## src/rtl/sc_seq_pkg.sv

```systemverilog
package sc_seq_pkg;

  typedef enum logic [2:0] {
    ST_IDLE  = 3'd0,
    ST_ACT   = 3'd1,
    ST_ON    = 3'd2,
    ST_DEACT = 3'd3,
    ST_STOP  = 3'd4,
    ST_WAKE  = 3'd5
  } seq_st_e;

  typedef enum logic [1:0] {
    VS_3V0 = 2'b00,
    VS_5V0 = 2'b01,
    VS_1V8 = 2'b10
  } vsel_e;

  // step positions in half-quanta of T
  localparam int unsigned HALF_RAMP   = 3;
  localparam int unsigned HALF_IO     = 8;
  localparam int unsigned HALF_ON     = 14;
  localparam int unsigned HALF_CLKOFF = 1;
  localparam int unsigned HALF_IOOFF  = 2;
  localparam int unsigned HALF_VOFF   = 6;

  // counter value seen on the edge that makes a step visible
  function automatic int unsigned step_mark(int unsigned halves, int unsigned hq);
    return halves * hq - 1;
  endfunction

  function automatic vsel_e pick_vsel(logic s18, logic s5);
    if (s18)     return VS_1V8;
    else if (s5) return VS_5V0;
    else         return VS_3V0;
  endfunction

endpackage

```

## src/rtl/sc_step_timer.sv

```systemverilog
module sc_step_timer #(
  parameter int unsigned W = 8
) (
  input  logic         clk,
  input  logic         rst_n,
  input  logic         clr,
  output logic [W-1:0] cnt
);
  localparam logic [W-1:0] CMAX = '1;

  always_ff @(posedge clk or negedge rst_n) begin
    if (!rst_n)           cnt <= '0;
    else if (clr)         cnt <= '0;
    else if (cnt != CMAX) cnt <= cnt + 1'b1;
  end

endmodule

```

## src/rtl/sc_pres_debounce.sv

```systemverilog
module sc_pres_debounce #(
  parameter int unsigned DEB_CYC = 20480
) (
  input  logic clk,
  input  logic rst_n,
  input  logic card_in,
  input  logic hold,
  output logic pres_ok
);
  localparam int unsigned DW = $clog2(DEB_CYC + 1);
  localparam logic [DW-1:0] DEB_END = DW'(DEB_CYC);

  logic [DW-1:0] deb_cnt;

  always_ff @(posedge clk or negedge rst_n) begin
    if (!rst_n)                 deb_cnt <= '0;
    else if (!card_in || hold)  deb_cnt <= '0;
    else if (deb_cnt != DEB_END) deb_cnt <= deb_cnt + 1'b1;
  end

  // removal acts without a clock edge
  assign pres_ok = card_in && (deb_cnt == DEB_END);

  AST_DEB_NEEDS_CARD: assert property (@(posedge clk) disable iff (!rst_n)
    $rose(pres_ok) |-> ($past(card_in) && !$past(hold)));

endmodule

```

## src/rtl/sc_vsel_decode.sv

```systemverilog
module sc_vsel_decode
  import sc_seq_pkg::*;
(
  input  logic  s18,
  input  logic  s5,
  output vsel_e code
);
  assign code = pick_vsel(s18, s5);
endmodule

```

## src/rtl/sc_sequencer.sv

```systemverilog
module sc_sequencer
  import sc_seq_pkg::*;
#(
  parameter int unsigned HQ_CYCLES = 32,
  parameter int unsigned DEB_CYC   = 20480,
  parameter int unsigned PWRUP_CYC = 563
) (
  input  logic       clk,
  input  logic       rst_n,
  input  logic       cmd_n,
  input  logic       host_rst,
  input  logic       sel_5v,
  input  logic       sel_1v8,
  input  logic       card_in,
  input  logic       flt_ovc,
  input  logic       flt_otp,
  input  logic       flt_uv,
  input  logic       vcc_good,
  output logic       vcc_en,
  output logic       vcc_ramp,
  output logic [1:0] vcc_sel,
  output logic       io_en,
  output logic       clk_en,
  output logic       card_rst,
  output logic       irq_n,
  output logic       stop_o
);
  localparam int unsigned SEQ_SPAN = HALF_ON * HQ_CYCLES;
  localparam int unsigned SPAN     = (SEQ_SPAN > PWRUP_CYC) ? SEQ_SPAN : PWRUP_CYC;
  localparam int unsigned CW       = $clog2(SPAN + 1);

  localparam logic [CW-1:0] M_RAMP   = CW'(step_mark(HALF_RAMP,   HQ_CYCLES));
  localparam logic [CW-1:0] M_IO     = CW'(step_mark(HALF_IO,     HQ_CYCLES));
  localparam logic [CW-1:0] M_ON     = CW'(step_mark(HALF_ON,     HQ_CYCLES));
  localparam logic [CW-1:0] M_CLKOFF = CW'(step_mark(HALF_CLKOFF, HQ_CYCLES));
  localparam logic [CW-1:0] M_IOOFF  = CW'(step_mark(HALF_IOOFF,  HQ_CYCLES));
  localparam logic [CW-1:0] M_VOFF   = CW'(step_mark(HALF_VOFF,   HQ_CYCLES));
  localparam logic [CW-1:0] M_WAKE   = CW'(PWRUP_CYC - 1);

  seq_st_e       st_q, st_d;
  logic [CW-1:0] cnt;
  logic          cmd_prev, fault_q, rst_at_start, pres_ok;
  vsel_e         vsel_live, vsel_q;

  // named events
  logic in_session, fault_any, abort, start_req, stop_code, act_done, deact_done, wake_done;

  assign in_session = (st_q == ST_ACT) || (st_q == ST_ON);
  assign fault_any  = flt_ovc || flt_otp || flt_uv;
  assign abort      = in_session && (fault_any || !pres_ok);
  assign stop_code  = cmd_n && sel_5v && sel_1v8;
  assign start_req  = (st_q == ST_IDLE) && cmd_prev && !cmd_n && pres_ok;
  assign act_done   = (st_q == ST_ACT) && (cnt == M_ON);
  assign deact_done = (st_q == ST_DEACT) && !vcc_en && !vcc_good;
  assign wake_done  = (st_q == ST_WAKE) && (cnt == M_WAKE);

  sc_step_timer #(.W(CW)) u_timer (
    .clk(clk), .rst_n(rst_n), .clr(st_d != st_q), .cnt(cnt)
  );

  sc_pres_debounce #(.DEB_CYC(DEB_CYC)) u_deb (
    .clk(clk), .rst_n(rst_n), .card_in(card_in),
    .hold((st_q == ST_STOP) || (st_q == ST_WAKE)), .pres_ok(pres_ok)
  );

  sc_vsel_decode u_vsel (.s18(sel_1v8), .s5(sel_5v), .code(vsel_live));

  always_comb begin
    st_d = st_q;
    unique case (st_q)
      ST_IDLE:  if (start_req) st_d = ST_ACT;
                else if (stop_code) st_d = ST_STOP;
      ST_ACT:   if (abort || cmd_n) st_d = ST_DEACT;
                else if (act_done) st_d = ST_ON;
      ST_ON:    if (abort || cmd_n) st_d = ST_DEACT;
      ST_DEACT: if (deact_done) st_d = ST_IDLE;
      ST_STOP:  if (!stop_code) st_d = ST_WAKE;
      ST_WAKE:  if (wake_done) st_d = ST_IDLE;
      default:  st_d = ST_IDLE;
    endcase
  end

  always_ff @(posedge clk or negedge rst_n) begin
    if (!rst_n) begin
      st_q     <= ST_IDLE;
      cmd_prev <= 1'b1;
      fault_q  <= 1'b0;
    end else begin
      st_q     <= st_d;
      cmd_prev <= cmd_n;
      if (st_d == ST_IDLE) fault_q <= 1'b0;
      else if (abort)      fault_q <= 1'b1;
    end
  end

  always_ff @(posedge clk or negedge rst_n) begin
    if (!rst_n) begin
      vcc_en <= 1'b0; vcc_ramp <= 1'b0; io_en <= 1'b0; clk_en <= 1'b0;
      card_rst <= 1'b0; rst_at_start <= 1'b0; vsel_q <= VS_3V0;
    end else begin
      unique case (st_q)
        ST_IDLE: begin
          vsel_q <= vsel_live;
          if (start_req) begin
            vcc_en       <= 1'b1;
            rst_at_start <= host_rst;
          end
        end
        ST_ACT: if (st_d == ST_ACT || st_d == ST_ON) begin
          if (cnt == M_RAMP) vcc_ramp <= 1'b1;
          if (cnt == M_IO) begin
            io_en <= 1'b1;
            if (!rst_at_start) clk_en <= 1'b1;
          end
          if (io_en && rst_at_start && !host_rst) clk_en <= 1'b1;
          if (act_done) begin
            clk_en   <= 1'b1;
            card_rst <= host_rst;
          end
        end
        ST_ON: card_rst <= (st_d == ST_ON) ? host_rst : 1'b0;
        ST_DEACT: begin
          card_rst <= 1'b0;
          if (cnt == M_CLKOFF) clk_en <= 1'b0;
          if (cnt == M_IOOFF)  io_en  <= 1'b0;
          if (cnt == M_VOFF) begin
            vcc_en   <= 1'b0;
            vcc_ramp <= 1'b0;
          end
        end
        default: begin
          vcc_en <= 1'b0; vcc_ramp <= 1'b0; io_en <= 1'b0;
          clk_en <= 1'b0; card_rst <= 1'b0;
        end
      endcase
    end
  end

  always_comb begin
    unique case (st_q)
      ST_STOP: irq_n = card_in;
      ST_WAKE: irq_n = 1'b0;
      default: irq_n = pres_ok && !fault_q;
    endcase
  end

  assign stop_o  = (st_q == ST_STOP);
  assign vcc_sel = vsel_q;

  AST_IO_UNDER_SUPPLY: assert property (@(posedge clk) disable iff (!rst_n)
    io_en |-> vcc_en);
  AST_NO_RST_IN_ACT: assert property (@(posedge clk) disable iff (!rst_n)
    (st_q == ST_ACT) |-> !card_rst);
  AST_CLK_UNDER_IO: assert property (@(posedge clk) disable iff (!rst_n)
    clk_en |-> io_en);
  AST_DEACT_RST_LOW: assert property (@(posedge clk) disable iff (!rst_n)
    (st_q == ST_DEACT) |-> !card_rst);
  AST_ABORT_IRQ: assert property (@(posedge clk) disable iff (!rst_n)
    abort |=> !irq_n);
  AST_STOP_FROM_IDLE: assert property (@(posedge clk) disable iff (!rst_n)
    $rose(stop_o) |-> ($past(st_q == ST_IDLE) && !vcc_en));
  AST_VSEL_FROZEN: assert property (@(posedge clk) disable iff (!rst_n)
    ($past(in_session) && in_session) |-> $stable(vcc_sel));

endmodule

```

## config.mk

```make
export PLATFORM = sky130hd
export DESIGN_NAME = sc_sequencer
export DESIGN_NICKNAME = d
export VERILOG_FILES = /design/src/rtl/sc_seq_pkg.sv /design/src/rtl/sc_step_timer.sv /design/src/rtl/sc_pres_debounce.sv /design/src/rtl/sc_vsel_decode.sv /design/src/rtl/sc_sequencer.sv
export SDC_FILE = /design/constraint.sdc
export NUM_CORES = 1
export LEC_CHECK = 0
export BUFFER_PORTS_ARGS = -buffer_cell sky130_fd_sc_hd__buf_2
export CORE_MARGIN = 10
export CORE_UTILIZATION = 53
export CTS_CLUSTER_DIAMETER = 50
export DETAILED_ROUTE_END_ITERATION = 6
export HOLD_SLACK_MARGIN = 0.08
export PLACE_DENSITY = 0.84
export SLEW_MARGIN = 20
export SYNTH_ARGS = -nofsm -noshare
export SYNTH_HDL_FRONTEND = slang
export SYNTH_SLANG_ARGS = --single-unit
```

## constraint.sdc

```tcl
create_clock -name clk -period 2.3 [get_ports clk]
set_clock_uncertainty 0.2 [all_clocks]
set_input_delay 0 -clock clk [delete_from_list [all_inputs] [get_ports clk]]
set_output_delay 0 -clock clk [all_outputs]
set_load 0.01 [all_outputs]
```

==> flow_metrics.env <==
export IMPL_outcome="complete, but fails checks"
export IMPL_violations="negative setup slack"
export IMPL_path_max_fanout=10
export IMPL_final_area_um2=2960
export IMPL_clock_power_share_pct=19.1
export IMPL_grt_pass1_wl_um=9900
export IMPL_drt_wirelength_per_cell_um=20.3
export IMPL_pre_cts_ws_ns=-0.282
export IMPL_rows=23
export IMPL_synth_cells=238
export IMPL_drt_total_wl_um=7340
export IMPL_start_util_pct=55.1
export IMPL_ys_flop_type="dfrtp_1"
export IMPL_clkLatencyLatePin_ns=0.30
export IMPL_fillers=224
export IMPL_port_buffers=19
export IMPL_crit_arrival_ns=2.63
export IMPL_die_area_um2=7140
export IMPL_setup_slack_ns=-0.306
export IMPL_num_vias=2291
export IMPL_ys_warn_count=0
export IMPL_ir_worst_vdd_uv=448
export IMPL_synthArstFlopShare_pct=100
export IMPL_cts_max_level=2
export IMPL_routabilityCongestion=0.843
export IMPL_p_int_uw=1560
export IMPL_die_w_um=84.5
export IMPL_cts_root_buf="clkbuf_8"
export IMPL_switching_share_pct=38.4
export IMPL_viasPerCell=6.33
export IMPL_max_cap_violations=0
export IMPL_syn_mean_instance_area_um2=9.26
export IMPL_worstSetupEndpointType="register"
export IMPL_min_period_ns=2.61
export IMPL_grt_max_degree=39
export IMPL_critical_path_class="reg -> reg"
export IMPL_min_path_type="in -> async"
export IMPL_crit_path_start_kind="register"
export IMPL_switching_power_uw=972
export IMPL_tightest_slew_ns=0.898
export IMPL_core_area_um2=4000
export IMPL_dpl_cell_area_um2=2590
export IMPL_finalSetupTns_ns=-4.25
export IMPL_power_density_nw_per_um2=857
export IMPL_ys_ff_latch=38
export IMPL_cts_made_buffers=5
export IMPL_slew_violations=0
export IMPL_path_clk_slew_ns=0.08
export IMPL_slew_headroom_pct=39.9
export IMPL_drc=0
export IMPL_pin_count=20
export IMPL_cp_data_required_time_ns=2.33
export IMPL_syn_num_nets=253
export IMPL_rsz0062_at_grt="true"
export IMPL_synth_cell_area_um2=2200
export IMPL_setup_violations=16
export IMPL_dp_hpwl_um=4030
export IMPL_cts_tree="done"
export IMPL_diodes=0
export IMPL_fmax_ghz=0.384
export IMPL_drt_first_iter_violations=324
export IMPL_synth_seq_area_share_pct=43.2
export IMPL_grt_pass1_vias=2063
export IMPL_drive_gt1_share_pct=30.4
export IMPL_gr_total_overflow=0
export IMPL_die_height_um=84.5
export IMPL_first_pass_iters=6
export IMPL_layout_commonest_cell="buf_4"
export IMPL_p_comb_share_pct=48.0
export IMPL_synth_edff_count=0
export IMPL_power_frac_seq_pct=32.9
export IMPL_p_leak_uw=0.00136
export IMPL_hold_viol_final=0
export IMPL_fin_nets=326
export IMPL_finalCritPeriodShare_pct=113
export IMPL_area_delta_synth_final_pct=34.1
export IMPL_ant_nets=0
export IMPL_final_cell_mix="buf_4, dfrtp_1, nor2_1"
export IMPL_antenna_found_initial=0
export IMPL_clockBufferDepth=2
export IMPL_track_usage_pct=16.7
export IMPL_yosys_cell_types_count=49
export IMPL_clkSinkCount=38
-- flip-flops by register name, summed over array words and instances (netlist names) --
name and cells:
clk_en 1, card_rst 1, cmd_prev 1, u_deb.deb_cnt 15, vcc_ramp 1, fault_q 1
io_en 1, u_timer.cnt 10, vcc_en 1, vcc_sel 2, rst_at_start 1, st_q 3
-- power by group through the flow --
stage | Clock [uW] | Sequential [uW] | Combinational [uW]
floorplan | 0 | 810 | 580
global placement | 0 | 820 | 859
detailed placement | 0 | 825 | 886
CTS | 475 | 815 | 1040
global route | 517 | 838 | 1300
finish | 484 | 833 | 1220
-- layer usage --
layer	wire (um)	vias to the layer above	GRT usage (%)
met2	3520	167	28.0
met3	703	42	4.44
met1	2760	1094	19.2
met4	356	0	8.38
met5	0	-	0
li1	-	988	-
-- worst paths after layout --
kind                             from               end  slack (ns)  cells past startpoint
min in group clk              card_in             irq_n        0.17                      3
min                             rst_n    u_timer.cnt[1]        0.15                      2
max in group asynchronous       rst_n  u_deb.deb_cnt[6]        1.22                      2
max reg2reg                   st_q[0]    u_timer.cnt[9]       -0.31                      8
max                           st_q[0]    u_timer.cnt[9]       -0.31                      8
min reg2reg                vcc_sel[1]        vcc_sel[1]        0.31                      1
-- repair_timing --
action / 4_1_cts / 5_1_grt
gates cloned: 0 / 1
setup endpoints to repair: 16 / 19
pin swaps: 6 / 9
hold endpoints to repair: 46 / 0
gates resized for setup: 2 / 18
setup buffers: 5 / 6
hold buffers: 10 / 0
-- cell families after synthesis --
kind of cell / share of synthesized area [%]
multiplexers: 1.02
flip-flops: 43.2
XOR/XNOR: 8.29
AND/OR/NAND/NOR: 30.1
buffers and inverters: 2.56
adder cells (fa/ha/maj): 2.27
AO/OA/AOI/OAI: 12.6
-- worst max-delay path, stage by stage, from the launching register on --
cell	delay (ns)
dfrtp_1	0.69
inv_1	0.19
nand3_1	0.25
nor4_4	0.07
buf_4	0.16
nor4_4	0.54
xnor2_4	0.13
buf_12	0.17
nor3b_2	0.14
-- cell type report --
| type | instances | area, um2 | area share [%] |
|---|---|---|---|
| multi-input combinational | 187 | 1280 | 43.2 |
| inverter | 7 | 26.3 | 0.889 |
| clock buffer | 7 | 86.3 | 2.92 |
| sequential | 38 | 952 | 32.2 |
| clock inverter | 1 | 5.00 | 0.169 |
| tap | 50 | 62.6 | 2.12 |
| timing repair buffer | 72 | 546 | 18.5 |
-- cells in the mapped netlist (all sizes together) (3+ instances only) --
master / number / share of area [%]
a211oi: 3 / 1.2
o21ai: 6 / 1.4
nand2: 25 / 4.3
ha: 4 / 2.3
buf: 3 / 0.68
nand3: 14 / 3.2
nor2b: 3 / 0.85
nor3: 5 / 1.1
nor2: 36 / 6.1
nand2b: 6 / 1.7
nor3b: 3 / 1.2
inv: 7 / 1.2
a21oi: 11 / 3.0
o21a: 4 / 1.4
nor4: 3 / 2.1
dfrtp: 37 / 42
xor2: 11 / 4.4
and3: 9 / 2.6
clkbuf: 4 / 0.68
nand4: 5 / 1.4
xnor2: 9 / 3.9
a2bb2oi: 3 / 1.2
-- per-stage QoR --
step | hold WS, ns | power (uW) | utilization (%) | cells
after floorplan | -0.496 | 1390 | - | 238
after global placement | -0.0508 | 1680 | 64.7 | 334
after detailed placement | -0.0468 | 1710 | 64.7 | 334
after CTS | 0.123 | 2330 | 71.0 | 357
after global routing | 0.183 | 2650 | 73.9 | 362
final | 0.149 | 2530 | 73.9 | 362
Power figures use the tool's default switching activity.
